--- src/rtl/sfc_pkg.sv ---
package sfc_pkg;

    localparam int DIM_W  = 13;
    localparam int FRAC_W = 12;
    localparam int FACT_W = FRAC_W + 3;
    localparam int DVD_W  = DIM_W + FRAC_W;
    localparam int CODE_W = 2;
    localparam int SLOT_W = 16;

    localparam logic [FACT_W-1:0] FACT_CAP   = FACT_W'(1) << (FRAC_W + 2);
    localparam logic [FACT_W-1:0] FACT_UNITY = FACT_W'(1) << FRAC_W;
    localparam logic [CODE_W-1:0] CODE_MAX   = '1;

    typedef enum logic [1:0] {
        ST_IDLE   = 2'd0,
        ST_AXIS_X = 2'd1,
        ST_AXIS_Y = 2'd2
    } seq_state_e;

    typedef struct packed {
        logic              err;
        logic [CODE_W-1:0] code;
        logic [FACT_W-1:0] factor;
    } axis_result_t;

    // Combine a raw quotient with the axis flags into the final result.
    function automatic axis_result_t finish_axis(
        input logic [DVD_W-1:0]  quo,
        input logic [CODE_W-1:0] code,
        input logic              zero_dst
    );
        axis_result_t r;
        r.err    = zero_dst;
        r.code   = zero_dst ? CODE_MAX : code;
        if (zero_dst || (quo > DVD_W'(FACT_CAP)))
            r.factor = FACT_CAP;
        else
            r.factor = quo[FACT_W-1:0];
        return r;
    endfunction

    function automatic logic [2*SLOT_W-1:0] pack_factors(
        input axis_result_t ax,
        input axis_result_t ay
    );
        logic [SLOT_W-1:0] lo;
        logic [SLOT_W-1:0] hi;
        lo = SLOT_W'(ax.factor);
        hi = SLOT_W'(ay.factor);
        return {hi, lo};
    endfunction

endpackage

--- src/rtl/sfc_dec_select.sv ---
module sfc_dec_select
    import sfc_pkg::*;
#(
    parameter int W = DIM_W
) (
    input  logic [W-1:0]      num,
    input  logic [W-1:0]      den,
    output logic [CODE_W-1:0] code
);
    localparam int CW = W + 3;

    logic [CW-1:0] num_x;
    logic [CW-1:0] den2;
    logic [CW-1:0] den4;
    logic [CW-1:0] den8;

    // floor(num/den) < k  <=>  num < k*den ; a zero den falls to the top code
    always_comb begin
        num_x = CW'(num);
        den2  = CW'(den) << 1;
        den4  = CW'(den) << 2;
        den8  = CW'(den) << 3;
        if (num_x < den2)
            code = CODE_W'(0);
        else if (num_x < den4)
            code = CODE_W'(1);
        else if (num_x < den8)
            code = CODE_W'(2);
        else
            code = CODE_W'(3);
    end

endmodule

--- src/rtl/sfc_restoring_div.sv ---
module sfc_restoring_div #(
    parameter int DVD_W = 25,
    parameter int DVS_W = 13
) (
    input  logic             clk,
    input  logic             rst,
    input  logic             go,
    input  logic [DVD_W-1:0] dividend,
    input  logic [DVS_W-1:0] divisor,
    output logic             fin,
    output logic [DVD_W-1:0] quotient
);
    localparam int CNT_W = $clog2(DVD_W + 1);
    localparam logic [CNT_W-1:0] LAST = CNT_W'(DVD_W - 1);

    logic             run_q;
    logic             fin_q;
    logic [CNT_W-1:0] cnt_q;
    logic [DVD_W-1:0] dvd_q;
    logic [DVD_W-1:0] quo_q;
    logic [DVS_W-1:0] den_q;
    logic [DVS_W-1:0] rem_q;

    logic [DVS_W:0] trial;
    logic [DVS_W:0] diff;
    logic           fits;

    always_comb begin
        trial = {rem_q, dvd_q[DVD_W-1]};
        fits  = trial >= {1'b0, den_q};
        diff  = trial - {1'b0, den_q};
    end

    always_ff @(posedge clk) begin
        if (rst) begin
            run_q <= 1'b0;
            fin_q <= 1'b0;
            cnt_q <= '0;
            dvd_q <= '0;
            quo_q <= '0;
            den_q <= '0;
            rem_q <= '0;
        end else begin
            fin_q <= 1'b0;
            if (go) begin
                run_q <= 1'b1;
                cnt_q <= '0;
                dvd_q <= dividend;
                den_q <= divisor;
                quo_q <= '0;
                rem_q <= '0;
            end else if (run_q) begin
                dvd_q <= dvd_q << 1;
                quo_q <= {quo_q[DVD_W-2:0], fits};
                rem_q <= fits ? diff[DVS_W-1:0] : trial[DVS_W-1:0];
                cnt_q <= cnt_q + CNT_W'(1);
                if (cnt_q == LAST) begin
                    run_q <= 1'b0;
                    fin_q <= 1'b1;
                end
            end
        end
    end

    assign fin      = fin_q;
    assign quotient = quo_q;

    // completion of the shared divider is a single pulse
    a_r7_div_fin_single: assert property (@(posedge clk) disable iff (rst)
        fin_q |=> !fin_q);

    // the sequencer never restarts the divider mid-division
    a_r7_div_go_idle: assert property (@(posedge clk) disable iff (rst)
        go |-> !run_q);

endmodule

--- src/rtl/sfc_top.sv ---
module sfc_top
    import sfc_pkg::*;
(
    input  logic              clk,
    input  logic              rst,
    input  logic              start,
    input  logic [DIM_W-1:0]  src_w,
    input  logic [DIM_W-1:0]  src_h,
    input  logic [DIM_W-1:0]  dst_w,
    input  logic [DIM_W-1:0]  dst_h,
    output logic              busy,
    output logic              done,
    output logic [2*CODE_W-1:0] dec_field,
    output logic [2*SLOT_W-1:0] factor_word,
    output logic [2*SLOT_W-1:0] offset_word,
    output logic              bypass,
    output logic [1:0]        err
);
    seq_state_e state_q;

    logic [DIM_W-1:0]  hold_src_y;
    logic [DIM_W-1:0]  hold_dst_y;
    logic [CODE_W-1:0] code_x_q;
    logic [CODE_W-1:0] code_y_q;
    logic              zero_x_q;
    logic              zero_y_q;
    logic              same_q;
    axis_result_t      res_x_q;
    axis_result_t      res_y_c;

    logic [DIM_W-1:0]  sel_num;
    logic [DIM_W-1:0]  sel_den;
    logic [CODE_W-1:0] sel_code;
    logic [DVD_W-1:0]  div_dividend;
    logic              div_go;
    logic              div_fin;
    logic [DVD_W-1:0]  div_quo;

    logic              done_q;
    logic              bypass_q;
    logic [1:0]        err_q;
    logic [2*CODE_W-1:0] dec_q;
    logic [2*SLOT_W-1:0] fact_q;

    always_comb begin
        if (state_q == ST_IDLE) begin
            sel_num = src_w;
            sel_den = dst_w;
        end else begin
            sel_num = hold_src_y;
            sel_den = hold_dst_y;
        end
        div_go = ((state_q == ST_IDLE) && start) ||
                 ((state_q == ST_AXIS_X) && div_fin);
        div_dividend = {sel_num, {FRAC_W{1'b0}}} >> sel_code;
        res_y_c = finish_axis(div_quo, code_y_q, zero_y_q);
    end

    sfc_dec_select #(.W(DIM_W)) dec_sel_i (
        .num  (sel_num),
        .den  (sel_den),
        .code (sel_code)
    );

    sfc_restoring_div #(.DVD_W(DVD_W), .DVS_W(DIM_W)) div_i (
        .clk      (clk),
        .rst      (rst),
        .go       (div_go),
        .dividend (div_dividend),
        .divisor  (sel_den),
        .fin      (div_fin),
        .quotient (div_quo)
    );

    always_ff @(posedge clk) begin
        if (rst) begin
            state_q    <= ST_IDLE;
            hold_src_y <= '0;
            hold_dst_y <= '0;
            code_x_q   <= '0;
            code_y_q   <= '0;
            zero_x_q   <= 1'b0;
            zero_y_q   <= 1'b0;
            same_q     <= 1'b0;
            res_x_q    <= '0;
            done_q     <= 1'b0;
            bypass_q   <= 1'b0;
            err_q      <= '0;
            dec_q      <= '0;
            fact_q     <= '0;
        end else begin
            done_q <= 1'b0;
            case (state_q)
                ST_IDLE: begin
                    if (start) begin
                        hold_src_y <= src_h;
                        hold_dst_y <= dst_h;
                        code_x_q   <= sel_code;
                        zero_x_q   <= (dst_w == '0);
                        same_q     <= (src_w == dst_w) && (src_h == dst_h) &&
                                      (dst_w != '0) && (dst_h != '0);
                        state_q    <= ST_AXIS_X;
                    end
                end
                ST_AXIS_X: begin
                    if (div_fin) begin
                        res_x_q  <= finish_axis(div_quo, code_x_q, zero_x_q);
                        code_y_q <= sel_code;
                        zero_y_q <= (hold_dst_y == '0);
                        state_q  <= ST_AXIS_Y;
                    end
                end
                ST_AXIS_Y: begin
                    if (div_fin) begin
                        dec_q    <= {res_y_c.code, res_x_q.code};
                        fact_q   <= pack_factors(res_x_q, res_y_c);
                        err_q    <= {res_y_c.err, res_x_q.err};
                        bypass_q <= same_q;
                        done_q   <= 1'b1;
                        state_q  <= ST_IDLE;
                    end
                end
                default: state_q <= ST_IDLE;
            endcase
        end
    end

    assign busy        = (state_q != ST_IDLE);
    assign done        = done_q;
    assign dec_field   = dec_q;
    assign factor_word = fact_q;
    assign offset_word = '0;
    assign bypass      = bypass_q;
    assign err         = err_q;

    // one pulse per request, never while busy
    a_r7_done_single: assert property (@(posedge clk) disable iff (rst)
        done_q |=> !done_q);
    a_r7_done_idle: assert property (@(posedge clk) disable iff (rst)
        done_q |-> !busy);
    a_r7_accept: assert property (@(posedge clk) disable iff (rst)
        (!busy && start) |=> busy);

    // neither factor exceeds the ceiling
    a_r3_cap: assert property (@(posedge clk) disable iff (rst)
        done_q |-> ((fact_q[FACT_W-1:0] <= FACT_CAP) &&
                    (fact_q[SLOT_W+FACT_W-1:SLOT_W] <= FACT_CAP)));

    // a flagged axis carries the forced code and factor
    a_r4_err_x: assert property (@(posedge clk) disable iff (rst)
        (done_q && err_q[0]) |-> ((dec_q[1:0] == CODE_MAX) &&
                                  (fact_q[FACT_W-1:0] == FACT_CAP)));
    a_r4_err_y: assert property (@(posedge clk) disable iff (rst)
        (done_q && err_q[1]) |-> ((dec_q[3:2] == CODE_MAX) &&
                                  (fact_q[SLOT_W+FACT_W-1:SLOT_W] == FACT_CAP)));

    // a bypassable result is unity scaling on both axes
    a_r5_bypass_unity: assert property (@(posedge clk) disable iff (rst)
        (done_q && bypass_q) |-> ((dec_q == '0) && (err_q == '0) &&
                                  (fact_q[FACT_W-1:0] == FACT_UNITY) &&
                                  (fact_q[SLOT_W+FACT_W-1:SLOT_W] == FACT_UNITY)));

endmodule

--- config.mk ---
export PLATFORM = sky130hd
export DESIGN_NAME = sfc_top
export DESIGN_NICKNAME = d
export VERILOG_FILES = /design/src/rtl/sfc_pkg.sv /design/src/rtl/sfc_dec_select.sv /design/src/rtl/sfc_restoring_div.sv /design/src/rtl/sfc_top.sv
export SDC_FILE = /design/constraint.sdc
export NUM_CORES = 1
export LEC_CHECK = 0
export ABC_AREA = 1
export BUFFER_PORTS_ARGS = -buffer_cell sky130_fd_sc_hd__buf_2
export CAP_MARGIN = 20
export CORE_MARGIN = 2
export CORE_UTILIZATION = 40
export DETAILED_ROUTE_END_ITERATION = 10
export SLEW_MARGIN = 20
export SYNTH_ARGS = -nofsm -noshare
export SYNTH_HDL_FRONTEND = slang
export SYNTH_SLANG_ARGS = --single-unit
export TNS_END_PERCENT = 20
--- constraint.sdc ---
create_clock -name clk -period 6.9 [get_ports clk]
set_input_delay 0.69 -clock clk [delete_from_list [all_inputs] [get_ports clk]]
set_output_delay 0.69 -clock clk [all_outputs]
set_load 0.05 [all_outputs]
## Yosys cells after proc, flatten, opt, wreduce, memory -nomap -nowiden

Cells that the tools add are included.

- $add $sub $neg: 2
- $lt $le $gt $ge: 5
- Eq/ne operators: 8
- Shift-type cells: 1
- Mux-type cells: 21
- Bitwise operators: 2
- Reductions and logical operators: 22

Operators by type and width:

| operator | number |
|---|---|
| $mux W25 | 2 |
| $mux W13 | 3 |
| $mux W15 | 2 |
| $eq A13 B13 Y1 | 2 |
| $logic_not A13 Y1 | 2 |
| $reduce_bool A13 Y1 | 2 |
| $gt A25 B15 Y1 const B | 1 |
| $shr A25 B2 Y25 | 1 |
| $lt A13 B16 Y1 | 1 |
| $lt A13 B15 Y1 | 1 |
| $ge A14 B13 Y1 | 1 |
| $lt A13 B14 Y1 | 1 |
| $mux W2 | 7 |
| $sub A13 B13 Y13 | 1 |
| $mux W1 | 6 |
| $pmux W2 S3 | 1 |
| $reduce_and A2 Y1 | 3 |
| $add A5 B1 Y5 const B | 1 |
| $eq A5 B5 Y1 const B | 1 |
| $logic_and A1 B1 Y1 | 5 |
| $ne A2 B1 Y1 const B | 2 |
| $reduce_bool A2 Y1 | 2 |
| $reduce_or A2 Y1 | 2 |
| $logic_or A1 B1 Y1 | 3 |
| other kinds (7) | 8 |

- Flip-flop bits (word level): 174
- Input bits: 55
- Output and inout bits: 73
- Logic and storage cells: 84

## Depth between registers and ports, before layout

Gate-level depths: netlist of the first run.

- Word-level depth: 8
- Depth in mapped cells: 22
- Gate-level depth less buffers: 19

## By module

From an unflattened synthesis of the first run, not the netlist that was laid out.

- Cells, all modules: 1396
- Area total of the unflattened synthesis: 9763.1 um^2

Modules (own cells, without submodules):

| module | instances | cells each | area an instance (um^2) | sequential area each (um^2) |
|---|---|---|---|---|
| sfc_top | 1 | 719 | 4936.0 | 1821.7 |
| sfc_restoring_div | 1 | 534 | 3967.6 | 1661.6 |
| sfc_dec_select | 1 | 143 | 859.6 | 0.0 |

## Worst setup path after synthesis of the first run

OpenSTA, ideal clock, no wires.

- Path type: register to register
- Start: reg state_q[1]
- End: reg div_i.dvd_q[22]
- Library setup time: 117 ps
- Data arrival time: 2810 ps
- Required time: 6783 ps
- Path slack: 3973 ps
- Stages on the path, launching flop included: 20
- Buffers on the path: 4
- Cells stage by stage: dfxtp_1 nor2_4 buf_6 buf_6 clkbuf_1 mux2i_1 ha_1 nand2_1 nor2_1 nand2_1 nand2_1 a21oi_2 nand2_4 nand2_4 nand2_4 buf_12 nand3_1 nand2_1 nor2_1 nor2_1

- Word-level cells in the longest chain between the ends: 8

RTL lines:

| what | RTL line | text |
|---|---|---|
| start, declared | sfc_top.sv:19 | `seq_state_e state_q;` |
| start signal, assigned | sfc_top.sv:77 | `state_q <= ST_IDLE;` |
| start signal, assigned | sfc_top.sv:102 | `state_q <= ST_AXIS_X;` |
| start signal, assigned | sfc_top.sv:110 | `state_q <= ST_AXIS_Y;` |
| $logic_not A2 Y1 | sfc_top.sv:46, sfc_top.sv:53 |  |
| $mux W13 | sfc_top.sv:46 | `if (state_q == ST_IDLE) begin` |
| $lt A13 B16 Y1 | sfc_dec_select.sv:27 | `else if (num_x < den8)` |
| $mux W1 | sfc_dec_select.sv:27 |  |
| $mux W2 | sfc_dec_select.sv:25 | `else if (num_x < den4)` |
| $mux W2 | sfc_dec_select.sv:23 | `if (num_x < den2)` |
| $shr A25 B2 Y25 | sfc_top.sv:55 | `div_dividend = {sel_num, {FRAC_W{1'b0}}} >> sel_code;` |
| $mux W25 | sfc_restoring_div.sv:45 | `if (go) begin` |
| end signal, assigned | sfc_restoring_div.sv:48 | `dvd_q <= dividend;` |
| end signal, assigned | sfc_restoring_div.sv:53 | `dvd_q <= dvd_q << 1;` |
| end, declared | sfc_restoring_div.sv:19 | `logic [DVD_W-1:0] dvd_q;` |

Several ways; a longest one is shown, not always the timed one.
A chain may end at the register's enable or synchronous reset.

## Worst setup path in the final report of the first run

- Start: reg state_q[0]
- End: reg div_i.dvd_q[17]

The elaborated chain is that of the path after synthesis.

==> impl_metrics.tcl, run 1 <==
set metrics [dict create \
    drv_cap 0 \
    power_frac_seq_pct 39.5 \
    fin_cells 1626 \
    cts_tree "built" \
    peakVddDrop_mv 0.172 \
    die_h_um 153 \
    start_kind "flip-flop" \
    synth_area_leaders "dfxtp_1, nand2_1, a21oi_1, o21ai_0, nor2_1" \
    pwr_density_cell_mw_per_mm2 259 \
    power_frac_comb_pct 21.8 \
    end_kind "flip-flop" \
    synth_top_area_share_pct 37.1 \
    gr-total-overflow 0 \
    synth_common_cells "nand2_1, dfxtp_1, nor2_1" \
    clk_pin_slew_worst_paths_ns 0.07 \
    synth_most_common_cell "nand2_1" \
    wire_per_inst_um 14.7 \
    vias 8290 \
    power.internal_w 0.00172 \
    ctsResizeCount 0 \
    fin_setup_tns_ns 0 \
    htree_levels 4 \
    ios 128 \
    rsz0062_at_grt "no" \
    relSlewSlack_pct 34.2 \
    routed_wl_um 24000 \
    p_switching_w 0.000860 \
    clockBufferDepth 2 \
    pwr-share-clk_pct 38.7 \
    outcome "complete, no violations" \
    io_buffers 93 \
    synth_edf_count 0 \
    coreArea_mm2 0.0218 \
    period_minus_slack_ns 3.43 \
    cts_setup_buffers 0 \
    cts-root-buf "clkbuf_16" \
    ys_ff_latch 165 \
    hp-class "flip-flop to flip-flop" \
    grt_first_pass_wirelength_um 39500 \
    worst_clock_skew_ns 0.0118 \
    chipWidth_um 153 \
    fmax_mhz 292 \
    tightestPinTransition_ns 0.987 \
    cp_max_fo 28 \
    setup_viol 0 \
    via_per_inst 5.10 \
    dp_hpwl_um 17100 \
    mappedNetlistArea_mm2 0.00890 \
    drc 0 \
    grt_pass1_vias 7685 \
    drv_slew 0 \
    p_total_w 0.00258 \
    synth.distinct_cells 49 \
    p_sw_share_pct 33.3 \
    path_class "flip-flop to flip-flop" \
    cp.required_ns 7.28 \
    num-nets-final 1422 \
    worstPathArrival_ns 3.81 \
    yosys.area.top_type "dfxtp_1" \
    drtAntennaViolNets 0 \
    final-hold-violation-count 0 \
    placed_cells 1594 \
    syn_avg_cell_area_um2 7.00 \
    antenna_found_initial 0 \
    syn-instance-count 1272 \
    p_leak_nw 4.57 \
    synthArstFlopShare_pct 0 \
    clkSinkCount 165 \
    num-fill-cells 2256 \
    die_area_mm2 0.0235 \
    ys_seq_area_share_pct 37.1 \
    gp_congestion 0.885 \
    firstDrtPassIters 5 \
    area_growth_pct 12.1 \
    synth_ff_type "dfxtp_1" \
    antenna_cells_inserted 0 \
    drive_gt1_share_pct 13.0 \
    synth_warnings 0 \
    fp-row-count 54 \
    start_util_pct 40.8 \
    numCtsBuffers 17 \
    grt_start_max_net_pins 72 \
    clk_latency_ns 0.43 \
    grt_util_all_layers_pct 20.6 \
    hold_buffers 0 \
    drt-initial-drc-count 505 \
    period_share_pct 49.6 \
]
==> critical path: stages, from the launching register on <==
cell	delay, ns
dfxtp_1	0.49
inv_2	0.08
nor3_2	0.59
inv_2	0.32
nand2_1	0.71
inv_2	0.38
a21oi_4	0.44
nand3_1	0.16
nand3_1	0.09
nand2_1	0.05
inv_1	0.04
==> power by group through the flow <==
stage / clock network (W) / registers (W) / logic, W
global route: 0.00106 / 0.00102 / 0.000639
floorplan: 0 / 0.00103 / 0.000456
finish: 0.00100 / 0.00102 / 0.000564
CTS: 0.00103 / 0.00102 / 0.000560
detailed placement: 0 / 0.00104 / 0.000556
global placement: 0 / 0.00104 / 0.000551
==> cell type report <==
cell class / count / area (µm²) / area share [%]
Clock buffer: 18 / 439 / 4.40
Clock inverter: 14 / 184 / 1.84
Inverter: 108 / 405 / 4.06
Multi-Input combinational cell: 941 / 4780 / 47.9
Sequential cell: 165 / 3300 / 33.1
Tap cell: 280 / 350 / 3.51
Timing Repair Buffer: 100 / 518 / 5.19
==> flip-flops by register name (all words and copies together) (netlist names), 2 cells and up <==
register        cells
code_y_q            2
div_i.cnt_q         5
div_i.den_q        13
div_i.rem_q        13
div_i.dvd_q        16
factor_word        30
hold_src_y         13
res_x_q            18
div_i.quotient     25
err                 2
dec_field           4
code_x_q            2
hold_dst_y         13
state_q             2
==> final timing paths <==
check | startpoint | to | slack [ns] | depth (start not counted)
min reg2reg | hold_src_y[12] | hold_src_y[12] | 0.45 | 2
max | state_q[0] | div_i.dvd_q[17] | 3.47 | 10
min | hold_src_y[12] | hold_src_y[12] | 0.45 | 2
max reg2reg | state_q[0] | div_i.dvd_q[17] | 3.47 | 10
==> routing by layer <==
layer  vias up  part of all wire (%)  GRT usage [%]
met5         -                     0              0
met4         0                   1.4           5.95
met3        28                   5.5           3.80
met2       241                    46           32.8
met1      3776                    47           28.4
li1       4245                     -              -
==> kinds of logic after synthesis <==
| logic type | count (synthesis) | share of synthesized area [%] |
|---|---|---|
| compound gates | 286 | 17.3 |
| buf+inv | 199 | 10.6 |
| other cells | 1 | 0.0421 |
| mux | 2 | 0.225 |
| xor+xnor | 29 | 2.85 |
| flops | 165 | 37.1 |
| simple gates | 556 | 26.9 |
| fa+ha+maj | 34 | 4.86 |
==> per-stage QoR <==
stage	instance area, µm²	util [%]	hold slack (ns)	worst slack (ns)
after global placement	9360	42.9	0.438	3.55
after floorplan	9030	-	0.423	3.97
after global routing	9980	45.7	0.463	3.11
after detailed placement	9360	42.9	0.444	3.50
final	9980	45.7	0.448	3.47
after CTS	9980	45.7	0.453	3.49
==> cells in the final DEF (no fill, tap or decap), types with 14 or more instances in the layout <==
cell | synthesis | final
nor4_1 | 17 | 17
dfxtp_1 | 165 | 165
nand2_1 | 264 | 264
ha_1 | 33 | 33
a21oi_1 | 130 | 130
nand4_1 | 16 | 16
clkbuf_16 | 0 | 17
buf_2 | 5 | 93
nand3_1 | 71 | 71
conb_1 | 1 | 34
xor2_1 | 14 | 14
xnor2_1 | 15 | 15
o21ai_0 | 118 | 118
nor2_1 | 153 | 153
inv_1 | 102 | 102
Note: power is estimated with default switching activity, not from simulation.
==> run 2, diff against run 1 <==
==> constraint.sdc (replaced) <==
create_clock -name clk -period 3 [get_ports clk]
set_input_delay 0.3 -clock clk [delete_from_list [all_inputs] [get_ports clk]]
set_output_delay 0.3 -clock clk [all_outputs]
set_load 0.05 [all_outputs]
==> run 2 against run 1 <==
Effect of this change:
- first-iteration DRC count rose by 2.2%
- power rose by 130%
- register-to-register slack got worse by 3.3 ns
- sequential power rose by 130%
- final cell count rose by 1.1%
- clock skew rose by 0.0016 ns
- cell area rose by 1.6%
- core utilization rose by 0.75 points
- global-route usage rose by 0.22 points
- sequential cell count did not move
- sequential share of layout area fell by 0.53 points
- critical path type unchanged
- highest routed layer unchanged
==> impl_metrics.tcl, run 2 (synthesis gave the netlist of run 1 again) <==
set metrics [dict create \
    die_area_mm2 0.0235 \
    drive_gt1_share_pct 14.2 \
    worstPathArrival_ns 3.10 \
    coreArea_mm2 0.0218 \
    num-nets-final 1440 \
    placed_cells 1610 \
    hold_end "hold_dst_y[12]" \
    wire_per_inst_um 14.8 \
    firstDrtPassIters 5 \
    htree_levels 4 \
    area_growth_pct 14.0 \
    peakVddDrop_mv 0.399 \
    cts_tree "built" \
    start_util_pct 40.8 \
    r2r_start "state_q[0]" \
    outcome "complete, no violations" \
    final-hold-violation-count 0 \
    placed_area_mm2 0.00949 \
    hold_buffers 0 \
    cp.required_ns 3.33 \
    hp-class "primary input to flip-flop" \
    start_kind "flip-flop" \
    grt_util_all_layers_pct 20.8 \
    chipWidth_um 153 \
    cts-root-buf "clkbuf_16" \
    holdCritStartpoint "dst_h[12]" \
    gr-total-overflow 0 \
    vias 8369 \
    path_class "flip-flop to flip-flop" \
    antenna_cells_inserted 0 \
    cp_max_fo 17 \
    pwr_density_cell_mw_per_mm2 583 \
    final_cell_area_mm2 0.0101 \
    fp-row-count 54 \
    drc 0 \
    whs_path_depth 3 \
    period_minus_slack_ns 2.78 \
    antenna_found_initial 0 \
    die_h_um 153 \
    routed_wl_um 24300 \
    fmax_mhz 360 \
    worst_clock_skew_ns 0.0134 \
    reg2reg_depth 16 \
    end_kind "flip-flop" \
    clkSinkCount 165 \
    gp_congestion 0.866 \
    relSlewSlack_pct 42.4 \
    rrSetupSlack_ns 0.22 \
    fin_cells 1644 \
    p_leak_nw 4.66 \
    final_common_cell "nand2_1" \
    drv_slew 0 \
    clk_latency_ns 0.44 \
    r2r-end "div_i.dvd_q[19]" \
    grt_pass1_vias 7856 \
    setup_viol 0 \
    dp_hpwl_um 17800 \
    ios 128 \
    drv_cap 0 \
    layout_common_cells "nand2_1, dfxtp_1, nor2_1, a21oi_1, o21ai_0" \
    clockBufferDepth 2 \
    num-fill-cells 2279 \
    drt-initial-drc-count 516 \
    tightestPinTransition_ns 0.855 \
    largest_reg_flops 30 \
    period_share_pct 92.5 \
    via_per_inst 5.09 \
    grt_start_max_net_pins 55 \
    drtAntennaViolNets 0 \
    clk_pin_slew_worst_paths_ns 0.07 \
    grt_first_pass_wirelength_um 40000 \
    numCtsBuffers 17 \
    io_buffers 93 \
]
## run 2: power breakdown
| part | internal (W) | switching [W] |
|---|---|---|
| combinational | 0.000438 | 0.000913 |
| sequential | 0.00228 | 0.0000630 |
| clock | 0.00113 | 0.00109 |
## run 2: worst max-delay path, stage by stage (launching register included)
cell	delay (ns)
dfxtp_1	0.37
nor2_4	0.08
buf_12	0.13
o21ai_0	0.57
ha_1	0.36
nand2_1	0.06
nand2_1	0.05
nand2_1	0.07
a21oi_1	0.07
nor2_1	0.20
nand2_4	0.16
nand2_8	0.17
nand2_1	0.09
nand3_1	0.08
nand3_1	0.08
nand2_1	0.08
inv_1	0.04
## run 2: metal layers
metal	vias to the layer above	part of all wire (%)	GRT usage [%]
li1	4277	-	-
met1	3851	48	28.6
met2	208	46	33.9
met3	33	4.5	3.40
met4	0	1.4	5.51
met5	-	0	0
## run 2: worst max path at each step
stage | slack (ns) | endpoint | cells past startpoint | startpoint
2_1_floorplan | 0.07 | div_i.dvd_q[22] | 19 | state_q[1]
3_3_place_gp | 0.15 | div_i.dvd_q[12] | 19 | state_q[0]
3_5_place_dp | 0.11 | div_i.dvd_q[21] | 15 | state_q[1]
4_1_cts | 0.08 | div_i.dvd_q[19] | 15 | state_q[1]
5_1_grt | -0.003 | div_i.dvd_q[22] | 16 | state_q[0]
6_report | 0.22 | div_i.dvd_q[19] | 16 | state_q[0]
## run 2: through the flow
| stage | util, % | setup TNS (ns) | total power [W] | worst slack, ns | hold slack (ns) |
|---|---|---|---|---|---|
| 6_report | 46.5 | 0 | 0.00592 | 0.224 | 0.144 |
| 5_1_grt | 46.5 | -0.00603 | 0.00625 | -0.00325 | 0.141 |
| 4_1_cts | 46.3 | 0 | 0.00593 | 0.0758 | 0.134 |
| 3_5_place_dp | 43.5 | 0 | 0.00371 | 0.115 | 0.443 |
| 3_3_place_gp | 43.5 | 0 | 0.00370 | 0.150 | 0.436 |
| 2_1_floorplan | - | 0 | 0.00342 | 0.0730 | 0.423 |
## run 2: what timing repair did
item                       in CTS  in global routing
setup endpoints to repair       0                 16
gates resized for setup         0                  4
setup buffers                   0                  2
## run 2: final cells by class
class                      instances  area [µm²]  share of cell area, %
clock buffer                      17         425                   4.19
clock inverter                    15         178                   1.75
inverter                         108         405                   4.00
multi-input combinational        941        4790                   47.2
sequential                       165        3300                   32.6
tap                              280         350                   3.45
timing repair buffer             118         691                   6.81
